--- src/rtl/spi_burst_pkg.sv ---
`timescale 1ns/1ps
package spi_burst_pkg;

    localparam int WORD_W  = 32;
    localparam int LEN_W   = 12;
    localparam int RATE_W  = 3;
    localparam int CSSEL_W = 2;
    localparam int NCS     = 1 << CSSEL_W;
    localparam int BITS_W  = $clog2(WORD_W) + 1;
    localparam int WCNT_W  = LEN_W - $clog2(WORD_W) + 1;
    localparam int CNT_W   = (1 << RATE_W) + 2;

    // control word; field positions are decoded by software
    typedef struct packed {
        logic [LEN_W-1:0]   len_m1;
        logic               rsv19;
        logic [RATE_W-1:0]  rate;
        logic [1:0]         rsv15;
        logic [CSSEL_W-1:0] cs_sel;
        logic [3:0]         rsv11;
        logic               ss_high;
        logic               cs_hold;
        logic               cpha;
        logic               cpol;
        logic               rsv3;
        logic               xch;
        logic               master;
        logic               en;
    } ctrl_t;

    localparam logic [WORD_W-1:0] CTRL_WMASK = 32'hFFF7_30F7;
    localparam int STAT_TC  = 7;
    localparam int STAT_OVF = 6;

    typedef enum logic [1:0] {
        A_CTRL = 2'd0,
        A_STAT = 2'd1,
        A_TXD  = 2'd2,
        A_RXD  = 2'd3
    } reg_addr_e;

    typedef enum logic [2:0] {
        E_IDLE, E_LOAD, E_LEAD, E_TRAIL, E_GAP
    } eng_st_e;

    function automatic logic [CNT_W-1:0] half_cycles(input logic [RATE_W-1:0] rate);
        return CNT_W'(2) << rate;
    endfunction

    function automatic logic [WCNT_W-1:0] word_count(input logic [LEN_W-1:0] lm1);
        return WCNT_W'(({1'b0, lm1} + (LEN_W+1)'(WORD_W)) >> $clog2(WORD_W));
    endfunction

    function automatic logic [BITS_W-1:0] first_bits(input logic [LEN_W-1:0] lm1);
        logic [BITS_W-2:0] r;
        r = lm1[BITS_W-2:0] + 1'b1;
        return (r == '0) ? BITS_W'(WORD_W) : {1'b0, r};
    endfunction

endpackage

--- src/rtl/spi_burst_fifo.sv ---
`timescale 1ns/1ps
module spi_burst_fifo #(
    parameter int WIDTH = 32,
    parameter int DEPTH = 8
) (
    input  logic             clk,
    input  logic             rst,
    input  logic             flush,
    input  logic             push,
    input  logic [WIDTH-1:0] din,
    input  logic             pop,
    output logic [WIDTH-1:0] dout,
    output logic             full
);
    localparam int AW = $clog2(DEPTH);

    logic [WIDTH-1:0] mem [DEPTH];
    logic [AW-1:0]    wp, rp;
    logic [AW:0]      cnt;
    logic             empty, do_push, do_pop;

    assign full    = (cnt == (AW+1)'(DEPTH));
    assign empty   = (cnt == '0);
    assign do_push = push && !full;
    assign do_pop  = pop && !empty;
    assign dout    = empty ? '0 : mem[rp];

    always_ff @(posedge clk) begin
        if (do_push && !flush) mem[wp] <= din;
    end

    always_ff @(posedge clk) begin
        if (rst || flush) begin
            wp  <= '0;
            rp  <= '0;
            cnt <= '0;
        end else begin
            if (do_push) wp <= (wp == AW'(DEPTH-1)) ? '0 : wp + 1'b1;
            if (do_pop)  rp <= (rp == AW'(DEPTH-1)) ? '0 : rp + 1'b1;
            case ({do_push, do_pop})
                2'b10:   cnt <= cnt + 1'b1;
                2'b01:   cnt <= cnt - 1'b1;
                default: cnt <= cnt;
            endcase
        end
    end


    fifo_drop_chk: assert property (@(posedge clk) disable iff (rst)
        (full && push && !pop && !flush) |=> full);

endmodule

--- src/rtl/spi_burst_engine.sv ---
`timescale 1ns/1ps
module spi_burst_engine
    import spi_burst_pkg::*;
(
    input  logic                clk,
    input  logic                rst,
    input  logic                start,
    input  logic                abort,
    input  logic                cpol,
    input  logic                cpha,
    input  logic                cs_hold,
    input  logic [RATE_W-1:0]   rate,
    input  logic [LEN_W-1:0]    len_m1,
    input  logic [WORD_W-1:0]   tx_word,
    output logic                tx_pop,
    input  logic                miso,
    output logic [WORD_W-1:0]   rx_word,
    output logic                rx_push,
    output logic                done,
    output logic                busy,
    output logic                sclk,
    output logic                mosi,
    output logic                cs_act
);
    eng_st_e             st;
    logic [CNT_W-1:0]    cnt, half;
    logic [WORD_W-1:0]   txs, rxs, rx_next, load_word;
    logic [BITS_W-1:0]   bits_left, nb;
    logic [WCNT_W-1:0]   words_left;
    logic                first, lvl, mosi_q, tick, last_bit;

    assign half      = half_cycles(rate);
    assign tick      = (cnt == '0);
    assign nb        = first ? first_bits(len_m1) : BITS_W'(WORD_W);
    assign load_word = tx_word << (BITS_W'(WORD_W) - nb);
    assign rx_next   = {rxs[WORD_W-2:0], miso};
    assign last_bit  = (st == E_TRAIL) && tick && (bits_left == BITS_W'(1));

    assign rx_word = cpha ? rx_next : rxs;
    assign rx_push = last_bit;
    assign done    = last_bit && (words_left == WCNT_W'(1));
    assign tx_pop  = (st == E_LOAD);
    assign busy    = (st != E_IDLE);
    assign cs_act  = (st == E_LOAD) || (st == E_LEAD) || (st == E_TRAIL);
    assign sclk    = cpol ^ lvl;
    assign mosi    = mosi_q;

    always_ff @(posedge clk) begin
        if (rst) begin
            st         <= E_IDLE;
            cnt        <= '0;
            txs        <= '0;
            rxs        <= '0;
            bits_left  <= '0;
            words_left <= '0;
            first      <= 1'b0;
            lvl        <= 1'b0;
            mosi_q     <= 1'b0;
        end else if (abort) begin
            st  <= E_IDLE;
            lvl <= 1'b0;
        end else begin
            case (st)
                E_IDLE: if (start) begin
                    st    <= E_LOAD;
                    first <= 1'b1;
                end
                E_LOAD: begin
                    if (first) words_left <= word_count(len_m1);
                    bits_left <= nb;
                    rxs       <= '0;
                    cnt       <= half - 1'b1;
                    st        <= E_LEAD;
                    if (!cpha) begin
                        mosi_q <= load_word[WORD_W-1];
                        txs    <= load_word << 1;
                    end else begin
                        txs    <= load_word;
                    end
                end
                E_LEAD: if (tick) begin
                    lvl <= 1'b1;
                    cnt <= half - 1'b1;
                    st  <= E_TRAIL;
                    if (cpha) begin
                        mosi_q <= txs[WORD_W-1];
                        txs    <= txs << 1;
                    end else begin
                        rxs    <= rx_next;
                    end
                end else cnt <= cnt - 1'b1;
                E_TRAIL: if (tick) begin
                    lvl       <= 1'b0;
                    bits_left <= bits_left - 1'b1;
                    if (cpha) rxs <= rx_next;
                    if (bits_left != BITS_W'(1)) begin
                        cnt <= half - 1'b1;
                        st  <= E_LEAD;
                        if (!cpha) begin
                            mosi_q <= txs[WORD_W-1];
                            txs    <= txs << 1;
                        end
                    end else begin
                        first      <= 1'b0;
                        words_left <= words_left - 1'b1;
                        if (words_left == WCNT_W'(1)) st <= E_IDLE;
                        else if (cs_hold)             st <= E_LOAD;
                        else begin
                            cnt <= (half << 1) - 1'b1;
                            st  <= E_GAP;
                        end
                    end
                end else cnt <= cnt - 1'b1;
                E_GAP: if (tick) st <= E_LOAD;
                       else      cnt <= cnt - 1'b1;
                default: st <= E_IDLE;
            endcase
        end
    end


    mosi_hold_chk: assert property (@(posedge clk) disable iff (rst)
        (st == E_TRAIL && $past(st == E_TRAIL)) |-> $stable(mosi_q));


    cs_hold_chk: assert property (@(posedge clk) disable iff (rst)
        (cs_hold && busy && $past(busy) && $past(cs_act)) |-> cs_act);


    edge_tick_chk: assert property (@(posedge clk) disable iff (rst)
        (!$stable(lvl) && !$past(abort)) |-> $past(tick));

endmodule

--- src/rtl/spi_burst_master.sv ---
`timescale 1ns/1ps
module spi_burst_master
    import spi_burst_pkg::*;
#(
    parameter int TX_DEPTH = 8,
    parameter int RX_DEPTH = 8
) (
    input  logic              clk,
    input  logic              rst,
    input  logic              reg_wr,
    input  logic              reg_rd,
    input  logic [1:0]        reg_addr,
    input  logic [WORD_W-1:0] reg_wdata,
    output logic [WORD_W-1:0] reg_rdata,
    output logic              sclk,
    output logic              mosi,
    input  logic              miso,
    output logic [NCS-1:0]    cs_out
);
    ctrl_t             ctrl_q, ctrl_new;
    reg_addr_e         addr;
    logic              tc_q, ovf_q;
    logic              wr_ctrl, wr_stat, wr_tx, rd_rx;
    logic              start, abort, busy, done, cs_act;
    logic              tx_pop, tx_full, rx_push, rx_full;
    logic [WORD_W-1:0] tx_word, rx_word, rx_head;

    assign addr     = reg_addr_e'(reg_addr);
    assign wr_ctrl  = reg_wr && (addr == A_CTRL);
    assign wr_stat  = reg_wr && (addr == A_STAT);
    assign wr_tx    = reg_wr && (addr == A_TXD);
    assign rd_rx    = reg_rd && (addr == A_RXD);
    assign ctrl_new = ctrl_t'(reg_wdata & CTRL_WMASK);
    assign start    = wr_ctrl && !busy && ctrl_new.en && ctrl_new.master && ctrl_new.xch;
    assign abort    = wr_ctrl && busy && !ctrl_new.en;

    always_ff @(posedge clk) begin
        if (rst) begin
            ctrl_q <= '0;
            tc_q   <= 1'b0;
            ovf_q  <= 1'b0;
        end else begin
            if (wr_ctrl && (!busy || abort)) begin
                ctrl_q     <= ctrl_new;
                ctrl_q.xch <= start;
            end else if (done) begin
                ctrl_q.xch <= 1'b0;
            end
            tc_q  <= done || (tc_q && !(wr_stat && reg_wdata[STAT_TC]));
            ovf_q <= (rx_push && rx_full) || (ovf_q && !(wr_stat && reg_wdata[STAT_OVF]));
        end
    end

    always_comb begin
        case (addr)
            A_CTRL:  reg_rdata = ctrl_q;
            A_STAT:  reg_rdata = WORD_W'({tc_q, ovf_q}) << STAT_OVF;
            A_RXD:   reg_rdata = rx_head;
            default: reg_rdata = '0;
        endcase
    end

    spi_burst_fifo #(.WIDTH(WORD_W), .DEPTH(TX_DEPTH)) u_txq (
        .clk(clk), .rst(rst), .flush(abort),
        .push(wr_tx), .din(reg_wdata),
        .pop(tx_pop), .dout(tx_word), .full(tx_full)
    );

    spi_burst_fifo #(.WIDTH(WORD_W), .DEPTH(RX_DEPTH)) u_rxq (
        .clk(clk), .rst(rst), .flush(abort),
        .push(rx_push), .din(rx_word),
        .pop(rd_rx), .dout(rx_head), .full(rx_full)
    );

    spi_burst_engine u_eng (
        .clk(clk), .rst(rst), .start(start), .abort(abort),
        .cpol(ctrl_q.cpol), .cpha(ctrl_q.cpha), .cs_hold(ctrl_q.cs_hold),
        .rate(ctrl_q.rate), .len_m1(ctrl_q.len_m1),
        .tx_word(tx_word), .tx_pop(tx_pop), .miso(miso),
        .rx_word(rx_word), .rx_push(rx_push), .done(done), .busy(busy),
        .sclk(sclk), .mosi(mosi), .cs_act(cs_act)
    );

    for (genvar g = 0; g < NCS; g++) begin : g_cs
        assign cs_out[g] = (cs_act && ctrl_q.cs_sel == CSSEL_W'(g)) ? ctrl_q.ss_high
                                                                     : !ctrl_q.ss_high;
    end


    idle_level_chk: assert property (@(posedge clk) disable iff (rst)
        !busy |-> (sclk == ctrl_q.cpol));


    tc_rise_chk: assert property (@(posedge clk) disable iff (rst)
        $rose(tc_q) |-> $past(done));


    xch_clear_chk: assert property (@(posedge clk) disable iff (rst)
        (done && !abort) |=> !ctrl_q.xch);


    ovf_rise_chk: assert property (@(posedge clk) disable iff (rst)
        $rose(ovf_q) |-> $past(rx_push && rx_full));


    ctrl_hold_chk: assert property (@(posedge clk) disable iff (rst)
        (busy && $past(busy)) |-> $stable(ctrl_q));


    tx_full_chk: assert property (@(posedge clk) disable iff (rst)
        (tx_full && !tx_pop && !abort) |=> tx_full);

endmodule

--- config.mk ---
export PLATFORM = sky130hd
export DESIGN_NAME = spi_burst_master
export DESIGN_NICKNAME = d
export VERILOG_FILES = /design/src/rtl/spi_burst_pkg.sv /design/src/rtl/spi_burst_fifo.sv /design/src/rtl/spi_burst_engine.sv /design/src/rtl/spi_burst_master.sv
export SDC_FILE = /design/constraint.sdc
export NUM_CORES = 1
export LEC_CHECK = 0
export BUFFER_PORTS_ARGS = -buffer_cell sky130_fd_sc_hd__buf_2
export CAP_MARGIN = 20
export CORE_MARGIN = 2
export CORE_UTILIZATION = 35
export CTS_BUF_LIST = sky130_fd_sc_hd__clkbuf_4
export CTS_CLUSTER_DIAMETER = 80
export DETAILED_ROUTE_END_ITERATION = 12
export SLEW_MARGIN = 20
export SYNTH_ARGS = -nofsm -noshare
export SYNTH_HDL_FRONTEND = slang
export SYNTH_SLANG_ARGS = --single-unit
--- constraint.sdc ---
create_clock -name clk -period 7.1 [get_ports clk]
set_input_delay 0.71 -clock clk [delete_from_list [all_inputs] [get_ports clk]]
set_output_delay 0.71 -clock clk [all_outputs]
set_load 0.02 [all_outputs]
* After elaboration in Yosys (flattened, before gate mapping)
Memory sizes are Yosys's and may differ from the RTL's. A register that Yosys moved wholly into a read port is not among the register bits. Cells that the tools add are included.
Word-level totals: RAM bits 512, output and inout bits 38, input port bits 39, flip-flop bits (word level) 140, memories 2, word-level logic and storage cells 229
Operators by class: shift-type cells 2, add/sub/neg operators 16, bitwise operators 2, reduce and logical (&&, ||, !) cells 71, mux-type cells 72, equal/unequal tests 37
Memory list:
- u_rxq.mem | depth 8, width 32, read ports 1, clocked after Yosys merged registers in 1, write ports 1, RTL line spi_burst_fifo.sv:17 | logic [WIDTH-1:0] mem [DEPTH];
- u_txq.mem | depth 8, width 32, read ports 1, clocked after Yosys merged registers in 1, write ports 1, RTL line spi_burst_fifo.sv:17
Operators with widths (count):
- $mux 32 | 12
- $pmux 32 s3 | 3
- $mux 10 | 6
- $mux 3 | 15
- $pmux 10 s4 | 1
- $shl 32x6->32 | 1
- $sub 10x1->10 const B | 3
- $logic_and 1x1->1 | 29
- $mux 8 | 3
- $mux 1 | 21
- $reduce_and 5->1 | 4
- $mux 6 | 3
- $ne 2x2->1 const B | 8
- $pmux 4 s2 | 2
- $pmux 8 s2 | 1
- $eq 3x3->1 const B | 5
- $pmux 3 s5 | 1
- $add 12x6->13 const B | 1
- $add 3x1->3 const B | 4
- $eq 2x2->1 const B | 6
- $pmux 6 s2 | 1
- $reduce_bool 2->1 | 6
- $logic_not 1->1 | 10
- $logic_not 10->1 | 1
- other kinds (32) | 53

* Longest topological paths before layout
Gate-level depths: netlist of the first run.
depth after elaboration 8, gate-level depth with buffers 14, depth with buffers taken out 14

* By module
A second synthesis of the first run with hierarchy kept.
Second synthesis, totals: cell total of the unflattened synthesis 2123, area, all modules 30252.8 um2
By module, submodules not included:
- spi_burst_fifo (u_rxq) | area an instance 10435.0 um2, times used 1, cells each 485
- spi_burst_fifo (u_txq) | area an instance 10368.7 um2, times used 1, cells each 483
- spi_burst_engine | area an instance 7838.8 um2, times used 1, cells each 979
- spi_burst_master | area an instance 1610.3 um2, times used 1, cells each 176

* Worst setup path after synthesis of the first run
OpenSTA, ideal clock, no wires.
kind input to register, start input port reg_addr[0], end memory u_txq.mem[4][0] (enable), stages on the path 4, path slack 1.703 ns, data arrival time 4.884 ns, cells stage by stage clkbuf_1 -> nor2b_1 -> nand3_1 -> nor4b_1
On the way: word-level cells in the longest chain between the ends 8, elaborated cells between the ends (all ways) 11, classes of those cells 1 x eq/ne; 2 x mux; 8 x reduce/logical
RTL lines:
- start: declaration | RTL line spi_burst_master.sv:12 | input logic [1:0] reg_addr,
- $logic_not 2->1 | RTL line spi_burst_master.sv:29 | assign wr_ctrl = reg_wr && (addr == A_CTRL);
- $logic_and 1x1->1 | RTL line spi_burst_master.sv:29
- $logic_and 1x1->1 (2 in a row) | RTL line spi_burst_master.sv:35 | assign abort = wr_ctrl && busy && !ctrl_new.en;
- $logic_not 1->1 | RTL line spi_burst_fifo.sv:29 | if (do_push && !flush) mem[wp] <= din;
- $logic_and 1x1->1 * | RTL line spi_burst_fifo.sv:29
- $mux 1 * | RTL line spi_burst_fifo.sv:29
- $mux 1 (implied by the code) * | RTL line spi_burst_fifo.sv:29
- end: declaration | RTL line spi_burst_fifo.sv:17
Mark *: on every way between the ends. The rest lies on a longest branch, timed or not.

==> results.sh, run 1 <==
export IMPL_rsz0062_at_grt="no"
export IMPL_tns_ps=0
export IMPL_cp_required_ps=6390
export IMPL_via_per_inst=5.52
export IMPL_worst_slew_pin_slew_ps=1090
export IMPL_grtUsageTotal_pct=18.2
export IMPL_ys_async_sr_fraction_pct=0
export IMPL_power_density_mw_per_mm2=289
export IMPL_wl_met2_mm=37.9
export IMPL_clk_latency_ps=1040
export IMPL_drcViolationCount=0
export IMPL_cts_setup_buffers=0
export IMPL_initial_core_util_pct=35.3
export IMPL_drt_wl_total_mm=78.2
export IMPL_cts_buffers_inserted=171
export IMPL_clk_pin_slew_ps=60
export IMPL_die_area_mm2=0.0864
export IMPL_stdcell_count=3503
export IMPL_cts_hold_buf=29
export IMPL_relSlewSlack_pct=25.3
export IMPL_synthCells=2098
export IMPL_port_buffers=76
export IMPL_hp_class="input pin to flip-flop"
export IMPL_vias=19400
export IMPL_antenna_found_initial=7
export IMPL_area_growth_syn_to_layout_pct=14.5
export IMPL_io_pins=77
export IMPL_finalSetupViolCount=0
export IMPL_fp_dieW_um=294
export IMPL_clkPwrFrac_pct=34.4
export IMPL_synth_cell_type_count=77
export IMPL_postCtsResizedCells=0
export IMPL_ys_ff_latch=658
export IMPL_core_mm2=0.0834
export IMPL_power_switching_mw=2.92
export IMPL_hold_violations=0
export IMPL_cts_sinks=658
export IMPL_cp_max_fo=35
export IMPL_top_layer_used="met5"
export IMPL_clock_skew_ps=71.0
export IMPL_grt_max_degree=92
export IMPL_tritoncts="yes"
export IMPL_cts_htree_levels=4
export IMPL_slew_viol_final=0
export IMPL_rows=106
export IMPL_max_freq_ghz=0.219
export IMPL_fin_nets=2346
export IMPL_grt_pass1_vias=19800
export IMPL_clockRootBuffer="clkbuf_4"
export IMPL_synth_ff_type="edfxtp_1"
export IMPL_drt_wirelength_per_cell_um=22.3
export IMPL_dr_pass1_iters=7
export IMPL_synth_top_area_share_pct=52.3
export IMPL_power_leakage_nw=11.1
export IMPL_synth_avg_cell_area_um2=14.0
export IMPL_maxCapViolCount=0
export IMPL_die_h_um=294
export IMPL_drt_iter0_drc=1701
export IMPL_synth_area_mm2=0.0294
export IMPL_met1_length_mm=33.0
export IMPL_period_share_pct=64.3
export IMPL_status="completed"
export IMPL_power_frac_seq_pct=48.3
export IMPL_gr_total_overflow=0
export IMPL_p_sw_share_pct=30.0
export IMPL_drtAntennaViolNets=0
export IMPL_synth_top_area_cell="edfxtp_1"
export IMPL_ys_top_cells_by_area="edfxtp_1 (52%), dfxtp_1 (9.9%), mux4_2 (9.4%)"
export IMPL_worst_setup_path_end_kind="primary output"
export IMPL_yosys_warnings=0
export IMPL_vdd_drop_max_mv=0.194
export IMPL_cp_start_kind="flip-flop"
export IMPL_drive_gt1_share_pct=25.8
export IMPL_grt_first_pass_wirelength_mm=119
export IMPL_clk_path_buf_depth=3
export IMPL_dpl_hpwl_mm=49.7
export IMPL_place_gp_congestion=0.909
export IMPL_yosysMostFrequentCell="edfxtp_1"
export IMPL_synth_seq_area_share_pct=62.2
export IMPL_internal_power_mw=6.81
export IMPL_combPwrFrac_pct=17.2
export IMPL_synth_top_cells_by_count="edfxtp_1 (512), nor2_1 (195), nand2_1 (154)"
export IMPL_synth_edf_count=512
export IMPL_synth_nets=2162
export IMPL_cp_arrival_ps=3860
export IMPL_min_period_ps=4570
export IMPL_route_met3_wl_mm=5.00
export IMPL_critical_path_class="flip-flop to primary output"
export IMPL_place_inst=3160
## registers in the layout, summed over array words and instances (netlist names), 4 cells and up, named ones only
register          count
u_eng.rxs            32
u_eng.words_left      8
u_txq.cnt             4
u_eng.cnt            10
u_eng.bits_left       6
u_txq.mem           256
ctrl_q               24
u_rxq.mem           256
u_rxq.cnt             4
u_eng.txs            32
## power groups by stage
stage	Combinational (mW)	Clock, mW	Sequential, mW
floorplan	1.21	0	4.71
global placement	1.59	0	4.77
detailed placement	1.65	0	4.78
CTS	1.67	3.45	4.70
global route	1.86	3.66	4.73
finish	1.68	3.35	4.71
## critical path, cell delays in order, from the launching register on
cell and delay (ps):
dfxtp_4 750, buf_4 690, mux4_2 600, mux2i_1 240, o21ai_0 230, buf_2 250
## routing by layer
metal  up-vias  GRT usage [%]
li1       8794              -
met1      9780           23.4
met2       631           29.5
met3       145           4.37
met4         4           7.54
met5         -              0
## cells in the final DEF (no fill, tap or decap), types with 10 or more instances in the layout
master and n:
nor2_1 183, mux4_2 123, nand4_1 14, o22ai_1 19
buf_2 75, a22oi_1 57, nor3_1 32, a221oi_1 18
mux4_1 14, dlygate4sd3_1 29, a32oi_1 11, edfxtp_1 512
xnor2_1 19, nand2_1 154, a211oi_1 59, a22o_1 12
clkinv_2 11, dfxtp_1 139, mux2_2 54, clkbuf_4 253
mux2i_1 83, ha_1 23, clkinv_1 29, and3_1 12
xor2_1 11, o21ai_0 59, buf_4 51, nand2b_1 10
nor4_1 14, nand3_1 35, inv_1 25, a21oi_1 99
## worst paths after layout
kind	startpoint	end	slack, ps	cells after the start
max	flip-flop	reg_rdata[23]	2530	5
min	reg_wdata[28]	u_txq.mem[3][28]	100	1
max reg2reg	flip-flop	u_eng.txs[26]	2640	9
min reg2reg	tc_q	tc_q	470	2
## through the flow
step / util (%) / setup slack (ps) / total power [mW] / hold slack (ps) / area, µm²
final: 40.4 / 2530 / 9.73 / 104 / 33700
after global routing: 40.4 / 2180 / 10.3 / 22.6 / 33700
after CTS: 40.3 / 2330 / 9.82 / 0.844 / 33700
after detailed placement: 37.2 / 2710 / 6.43 / 453 / 31100
after global placement: 37.2 / 2770 / 6.36 / 451 / 31100
after floorplan: - / 1700 / 5.93 / 425 / 29400
## cell families (layout without fill, tap and decap cells)
| family | after synthesis | in the layout | share of synthesized area [%] |
|---|---|---|---|
| xor gates and xnor gates | 30 | 30 | 0.893 |
| and+or+nand+nor | 513 | 513 | 7.74 |
| muxes | 275 | 275 | 15.6 |
| DFF | 658 | 658 | 62.2 |
| other | 0 | 5 | 0 |
| AOI/OAI and AO/OA | 428 | 428 | 10.0 |
| buffers and inverters | 169 | 489 | 2.37 |
| adders and majority gates | 25 | 25 | 1.11 |
## area by class of cell
type | count | area (µm²)
fillers | 7638 | 49700
flip-flops and latches | 658 | 18300
multi-input cells | 1271 | 10600
clock buffers | 253 | 1900
well taps | 1080 | 1350
repair buffers | 155 | 1050
clock inverters | 56 | 393
inverters | 25 | 93.8
diodes | 5 | 12.5
No activity file was read; power rests on OpenSTA's default activity.
==> run 2, diff against run 1 <==
--- a/config.mk
+++ b/config.mk
@@ -5,6 +5,7 @@
 export SDC_FILE = /design/constraint.sdc
 export NUM_CORES = 1
 export LEC_CHECK = 0
+export ABC_AREA = 1
 export BUFFER_PORTS_ARGS = -buffer_cell sky130_fd_sc_hd__buf_2
 export CAP_MARGIN = 20
 export CORE_MARGIN = 2
==> constraint.sdc (replaced) <==
create_clock -name clk -period 4 [get_ports clk]
set_input_delay 0.4 -clock clk [delete_from_list [all_inputs] [get_ports clk]]
set_output_delay 0.4 -clock clk [all_outputs]
set_load 0.02 [all_outputs]
==> results.sh, run 2 <==
export IMPL_synth_edf_count=512
export IMPL_clockRootBuffer="clkbuf_4"
export IMPL_synth_top_area_cell="edfxtp_1"
export IMPL_max_freq_ghz=0.267
export IMPL_synth_xor_area_share_pct=0.787
export IMPL_stdcell_count=4555
export IMPL_clkPwrFrac_pct=43.2
export IMPL_relSlewSlack_pct=28.6
export IMPL_internal_power_mw=10.8
export IMPL_min_period_ps=3740
export IMPL_clk_path_buf_depth=3
export IMPL_tns_ps=0
export IMPL_dr_pass1_iters=6
export IMPL_yosysMostFrequentCell="edfxtp_1"
export IMPL_rsz0062_at_grt="no"
export IMPL_synthCells=3093
export IMPL_ys_ff_latch=658
export IMPL_power_density_mw_per_mm2=410
export IMPL_synth_ff_type="edfxtp_1"
export IMPL_antenna_found_initial=4
export IMPL_min_from="reg_wdata[9]"
export IMPL_area_growth_syn_to_layout_pct=14.8
export IMPL_synth_area_mm2=0.0301
export IMPL_slew_viol_final=0
export IMPL_synth_top_area_share_pct=51.2
export IMPL_vdd_drop_max_mv=0.266
export IMPL_yosys_warnings=0
export IMPL_yosys_area_share_adder_pct=1.09
export IMPL_finalSetupViolCount=0
export IMPL_cp_start_kind="flip-flop"
export IMPL_place_gp_congestion=0.915
export IMPL_cts_buffers_inserted=173
export IMPL_power_switching_mw=3.31
export IMPL_dpl_hpwl_mm=51.4
export IMPL_cp_required_ps=3600
export IMPL_rows=107
export IMPL_power_leakage_nw=13.0
export IMPL_fp_dieW_um=297
export IMPL_cts_sinks=658
export IMPL_multi_input_area_mm2=0.0101
export IMPL_clock_skew_ps=89.7
export IMPL_cts_setup_buffers=0
export IMPL_combPwrFrac_pct=4.4
export IMPL_drt_wirelength_per_cell_um=18.4
export IMPL_critical_path_class="flip-flop to primary output"
export IMPL_tritoncts="yes"
export IMPL_postLayoutCellArea_mm2=0.0345
export IMPL_synth_seq_area_share_pct=60.9
export IMPL_drt_iter0_drc=2284
export IMPL_io_pins=77
export IMPL_synth_top_family_by_area="simple AND/OR/NAND/NOR gates"
export IMPL_status="completed"
export IMPL_ys_async_sr_fraction_pct=0
export IMPL_vias=23700
export IMPL_cts_htree_levels=4
export IMPL_ys_top_cells_by_area="edfxtp_1 (51%), dfxtp_1 (9.7%), nand3_1 (5.9%)"
export IMPL_maxCapViolCount=0
export IMPL_layout_common_cells="edfxtp_1 (512), nand2_1 (455), nor2_1 (378), nand3_1 (354), o21ai_0 (322)"
export IMPL_synth_compound_area_share_pct=12.4
export IMPL_worst_slew_pin_slew_ps=1060
export IMPL_grt_first_pass_wirelength_mm=130
export IMPL_drtAntennaViolNets=0
export IMPL_slowest_delay_ps=480
export IMPL_core_mm2=0.0851
export IMPL_synth_nets=3157
export IMPL_setup_ws_ps=261
export IMPL_clk_latency_ps=1050
export IMPL_p_sw_share_pct=23.5
export IMPL_drive_gt1_share_pct=14.7
export IMPL_fin_nets=3332
export IMPL_synth_top_cells_by_count="edfxtp_1 (512), nand2_1 (455), nor2_1 (388)"
export IMPL_cp_max_fo=41
export IMPL_worst_setup_path_end_kind="primary output"
export IMPL_clk_pin_slew_ps=70
export IMPL_place_inst=4193
export IMPL_die_area_mm2=0.0882
export IMPL_regArea_mm2=0.0183
export IMPL_slowest_stage="clkinv_2"
export IMPL_grt_max_degree=76
export IMPL_period_share_pct=93.5
export IMPL_synth_cell_type_count=51
export IMPL_n_fill_cell=8369
export IMPL_crit_family="buffers and inverters"
export IMPL_pre_cts_ws_ps=747
export IMPL_crit_buf_inv=3
export IMPL_synth_avg_cell_area_um2=9.72
export IMPL_regToRegStartpoint="u_eng.st[1]"
export IMPL_cp_arrival_ps=3340
export IMPL_gr_total_overflow=0
export IMPL_cp_cell_sequence="clkinv_2 -> buf_4 -> nor2_1 -> o221ai_1 -> nand3_1 -> o21ai_0 -> buf_2"
export IMPL_place_area_mm2=0.0317
export IMPL_drt_wl_total_mm=83.6
export IMPL_initial_core_util_pct=35.3
export IMPL_postCtsResizedCells=0
export IMPL_via_per_inst=5.20
export IMPL_port_buffers=76
export IMPL_synth_simple_gate_area_share_pct=19.0
export IMPL_drcViolationCount=0
export IMPL_power_frac_seq_pct=52.4
export IMPL_reg_largest_list="u_rxq.mem x256, u_txq.mem x256"
export IMPL_yosys_mux_area_fraction_pct=0
export IMPL_final_common_cell="edfxtp_1"
export IMPL_hp_class="input pin to flip-flop"
export IMPL_cts_hold_buf=43
export IMPL_hold_violations=0
export IMPL_die_h_um=297
export IMPL_grtUsageTotal_pct=18.8
export IMPL_grt_pass1_vias=22800
run 2: path summary, 6_finish.rpt:
path	to	slack, ps	cells past startpoint
max	reg_rdata[20]	260	7
min	u_txq.mem[2][9]	200	2
max reg2reg	u_eng.rxs[0]	560	11
min reg2reg	flip-flop	450	2
run 2: cell type report:
cell class / count / share of cell area (%)
Tap cell: 1144 / 4.15
Inverter: 250 / 2.73
Clock inverter: 46 / 0.877
Timing Repair Buffer: 192 / 4.00
Sequential cell: 658 / 53.1
Clock buffer: 269 / 5.85
Multi-Input combinational cell: 1993 / 29.3
Antenna cell: 3 / 0.0218
run 2: kinds of logic (layout without fill, tap and decap cells):
family,count (synthesis),in the layout
adder cells (fa/ha/maj),25,25
AND/OR/NAND/NOR,1315,1315
flip-flops,658,658
XOR/XNOR,24,24
buffers and inverters,442,757
AO/OA/AOI/OAI,629,629
other,0,3
run 2: routing by layer:
metal | share of wire (%) | wire length, µm | GRT usage, %
met3 | 7.1 | 5920 | 3.76
met1 | 44 | 36600 | 25.1
met5 | 0 | 0 | 0
met2 | 47 | 38900 | 30.1
met4 | 2.6 | 2200 | 7.28
run 2: through the flow:
step / power, mW / hold slack (ps) / utilization (%)
5_1_grt: 14.7 / 128 / 40.5
4_1_cts: 14.3 / 65.7 / 40.5
2_1_floorplan: 7.91 / 431 / -
6_report: 14.1 / 195 / 40.5
3_3_place_gp: 8.14 / 451 / 37.3
3_5_place_dp: 8.14 / 453 / 37.3
run 2: power groups by stage:
stage | combinational, mW | clock (mW) | sequential, mW
final | 0.627 | 6.10 | 7.40
after global routing | 0.693 | 6.62 | 7.40
after CTS | 0.625 | 6.25 | 7.40
after detailed placement | 0.591 | 0 | 7.55
after global placement | 0.588 | 0 | 7.55
after floorplan | 0.367 | 0 | 7.54
==> run 3, diff against run 2 <==
--- a/config.mk
+++ b/config.mk
@@ -13,6 +13,7 @@
 export CTS_BUF_LIST = sky130_fd_sc_hd__clkbuf_4
 export CTS_CLUSTER_DIAMETER = 80
 export DETAILED_ROUTE_END_ITERATION = 12
+export MAX_ROUTING_LAYER = met4
 export SLEW_MARGIN = 20
 export SYNTH_ARGS = -nofsm -noshare
 export SYNTH_HDL_FRONTEND = slang
==> results.sh, run 3 (synthesized netlist as in run 2, its figures left out) <==
export IMPL_worst_slew_pin_slew_ps=1070
export IMPL_cp_start_kind="input pin"
export IMPL_fp_dieW_um=297
export IMPL_port_buffers=76
export IMPL_postLayoutCellArea_mm2=0.0344
export IMPL_clk_latency_ps=1050
export IMPL_gr_usage_met1_pct=25.2
export IMPL_fin_util_pct=40.4
export IMPL_initial_core_util_pct=35.3
export IMPL_cp_arrival_ps=3400
export IMPL_fin_nets=3326
export IMPL_grtUsageTotal_pct=19.5
export IMPL_die_area_mm2=0.0882
export IMPL_dr_pass1_iters=6
export IMPL_critical_path_class="input pin to primary output"
export IMPL_clk_path_buf_depth=3
export IMPL_core_mm2=0.0851
export IMPL_drcViolationCount=0
export IMPL_hp_class="input pin to flip-flop"
export IMPL_maxCapViolCount=0
export IMPL_regArea_mm2=0.0183
export IMPL_min_from="reg_wdata[19]"
export IMPL_worst_setup_path_end_kind="primary output"
export IMPL_period_share_pct=94.9
export IMPL_area_growth_syn_to_layout_pct=14.5
export IMPL_power_mw=13.9
export IMPL_final_common_cell="edfxtp_1"
export IMPL_antenna_found_initial=5
export IMPL_reg_largest_list="u_rxq.mem x256, u_txq.mem x256"
export IMPL_grt_pass1_vias=23100
export IMPL_cts_htree_levels=4
export IMPL_n_fill_cell=8476
export IMPL_layout_common_cells="edfxtp_1 (512), nand2_1 (455), nor2_1 (378), nand3_1 (354), o21ai_0 (321)"
export IMPL_drt_wirelength_per_cell_um=18.5
export IMPL_met2_usage_pct=30.5
export IMPL_drtAntennaViolNets=0
export IMPL_max_freq_ghz=0.263
export IMPL_clockRootBuffer="clkbuf_4"
export IMPL_power_leakage_nw=12.9
export IMPL_postCtsResizedCells=0
export IMPL_drive_gt1_share_pct=14.4
export IMPL_cp_max_fo=19
export IMPL_io_pins=77
export IMPL_clock_skew_ps=85.5
export IMPL_min_period_ps=3800
export IMPL_stdcell_count=4555
export IMPL_rsz0062_at_grt="no"
export IMPL_drt_wl_total_mm=84.3
export IMPL_cts_sinks=658
export IMPL_cts_buffers_inserted=175
export IMPL_via_per_inst=5.20
export IMPL_place_inst=4188
export IMPL_place_area_mm2=0.0317
export IMPL_grt_first_pass_wirelength_mm=131
export IMPL_cp_startpoint="reg_addr[0]"
export IMPL_rows=107
export IMPL_clk_pin_slew_ps=60
export IMPL_power_density_mw_per_mm2=403
export IMPL_relSlewSlack_pct=28.4
export IMPL_finalSetupViolCount=0
export IMPL_gr_total_overflow=0
export IMPL_status="completed"
export IMPL_drt_iter0_drc=2314
export IMPL_grt_busiest_layer="met2"
export IMPL_grt_max_degree=136
export IMPL_met3_usage_pct=3.83
export IMPL_slew_viol_final=0
export IMPL_multi_input_area_mm2=0.0101
export IMPL_vias=23700
export IMPL_regToRegStartpoint="u_eng.cnt[0]"
export IMPL_dpl_hpwl_mm=51.3
export IMPL_cp_required_ps=3600
export IMPL_die_h_um=297
export IMPL_hold_violations=0
export IMPL_vdd_drop_max_mv=0.253
export IMPL_place_gp_congestion=0.930
export IMPL_tritoncts="yes"
export IMPL_tns_ps=0
run 3: changes by cell type in the layout (fill, tap and decap cells not counted), moves of 4 or more:
cell / change
clkbuf_4: -7
clkinv_2: +4
buf_4: -8
clkinv_1: +10
run 3: cell type report:
cell class                 instances  share of cell area (%)
clock buffer                     262                    5.72
clock inverter                    58                   0.800
timing repair buffer             184                    3.94
inverter                         250                    2.74
tap                             1144                    4.16
multi-input combinational       1993                    29.4
antenna                            6                  0.0436
sequential                       658                    53.2
run 3: what timing repair did:
item | CTS | global route
hold buffers | 41 | 0
buffers inserted | 0 | 0
endpoints found under the hold margin | 322 | 0
run 3: critical path, cell delays in order:
cell	delay (ps)
dlygate4sd3_1	540
buf_2	170
nor2_1	500
inv_1	560
o21ai_0	900
buf_2	310
run 3: layer usage:
metal  up-vias  routed length, µm
li1      11400                  -
met1     11300              37000
met3       109               5850
met4         0               1770
met5         -                  0
met2       834              39700
run 3: path summary, 6_finish.rpt:
check	cells after the start	slack, ps	endpoint
max	6	200	reg_rdata[21]
min	2	210	u_txq.mem[7][19]
min reg2reg	2	470	u_eng.txs[0]
max reg2reg	19	690	u_rxq.cnt[3]
run 3: report_power, final:
group / switching (mW) / internal, mW
combinational: 0.453 / 0.177
sequential: 0.0300 / 7.37
clock: 2.82 / 3.02
run 3: metrics by stage:
step / worst slack [ps] / hold slack (ps)
6_report: 204 / 210
4_1_cts: 128 / 80.9
3_3_place_gp: 696 / 450
5_1_grt: 28.5 / 138
2_1_floorplan: -180 / 431
3_5_place_dp: 739 / 455
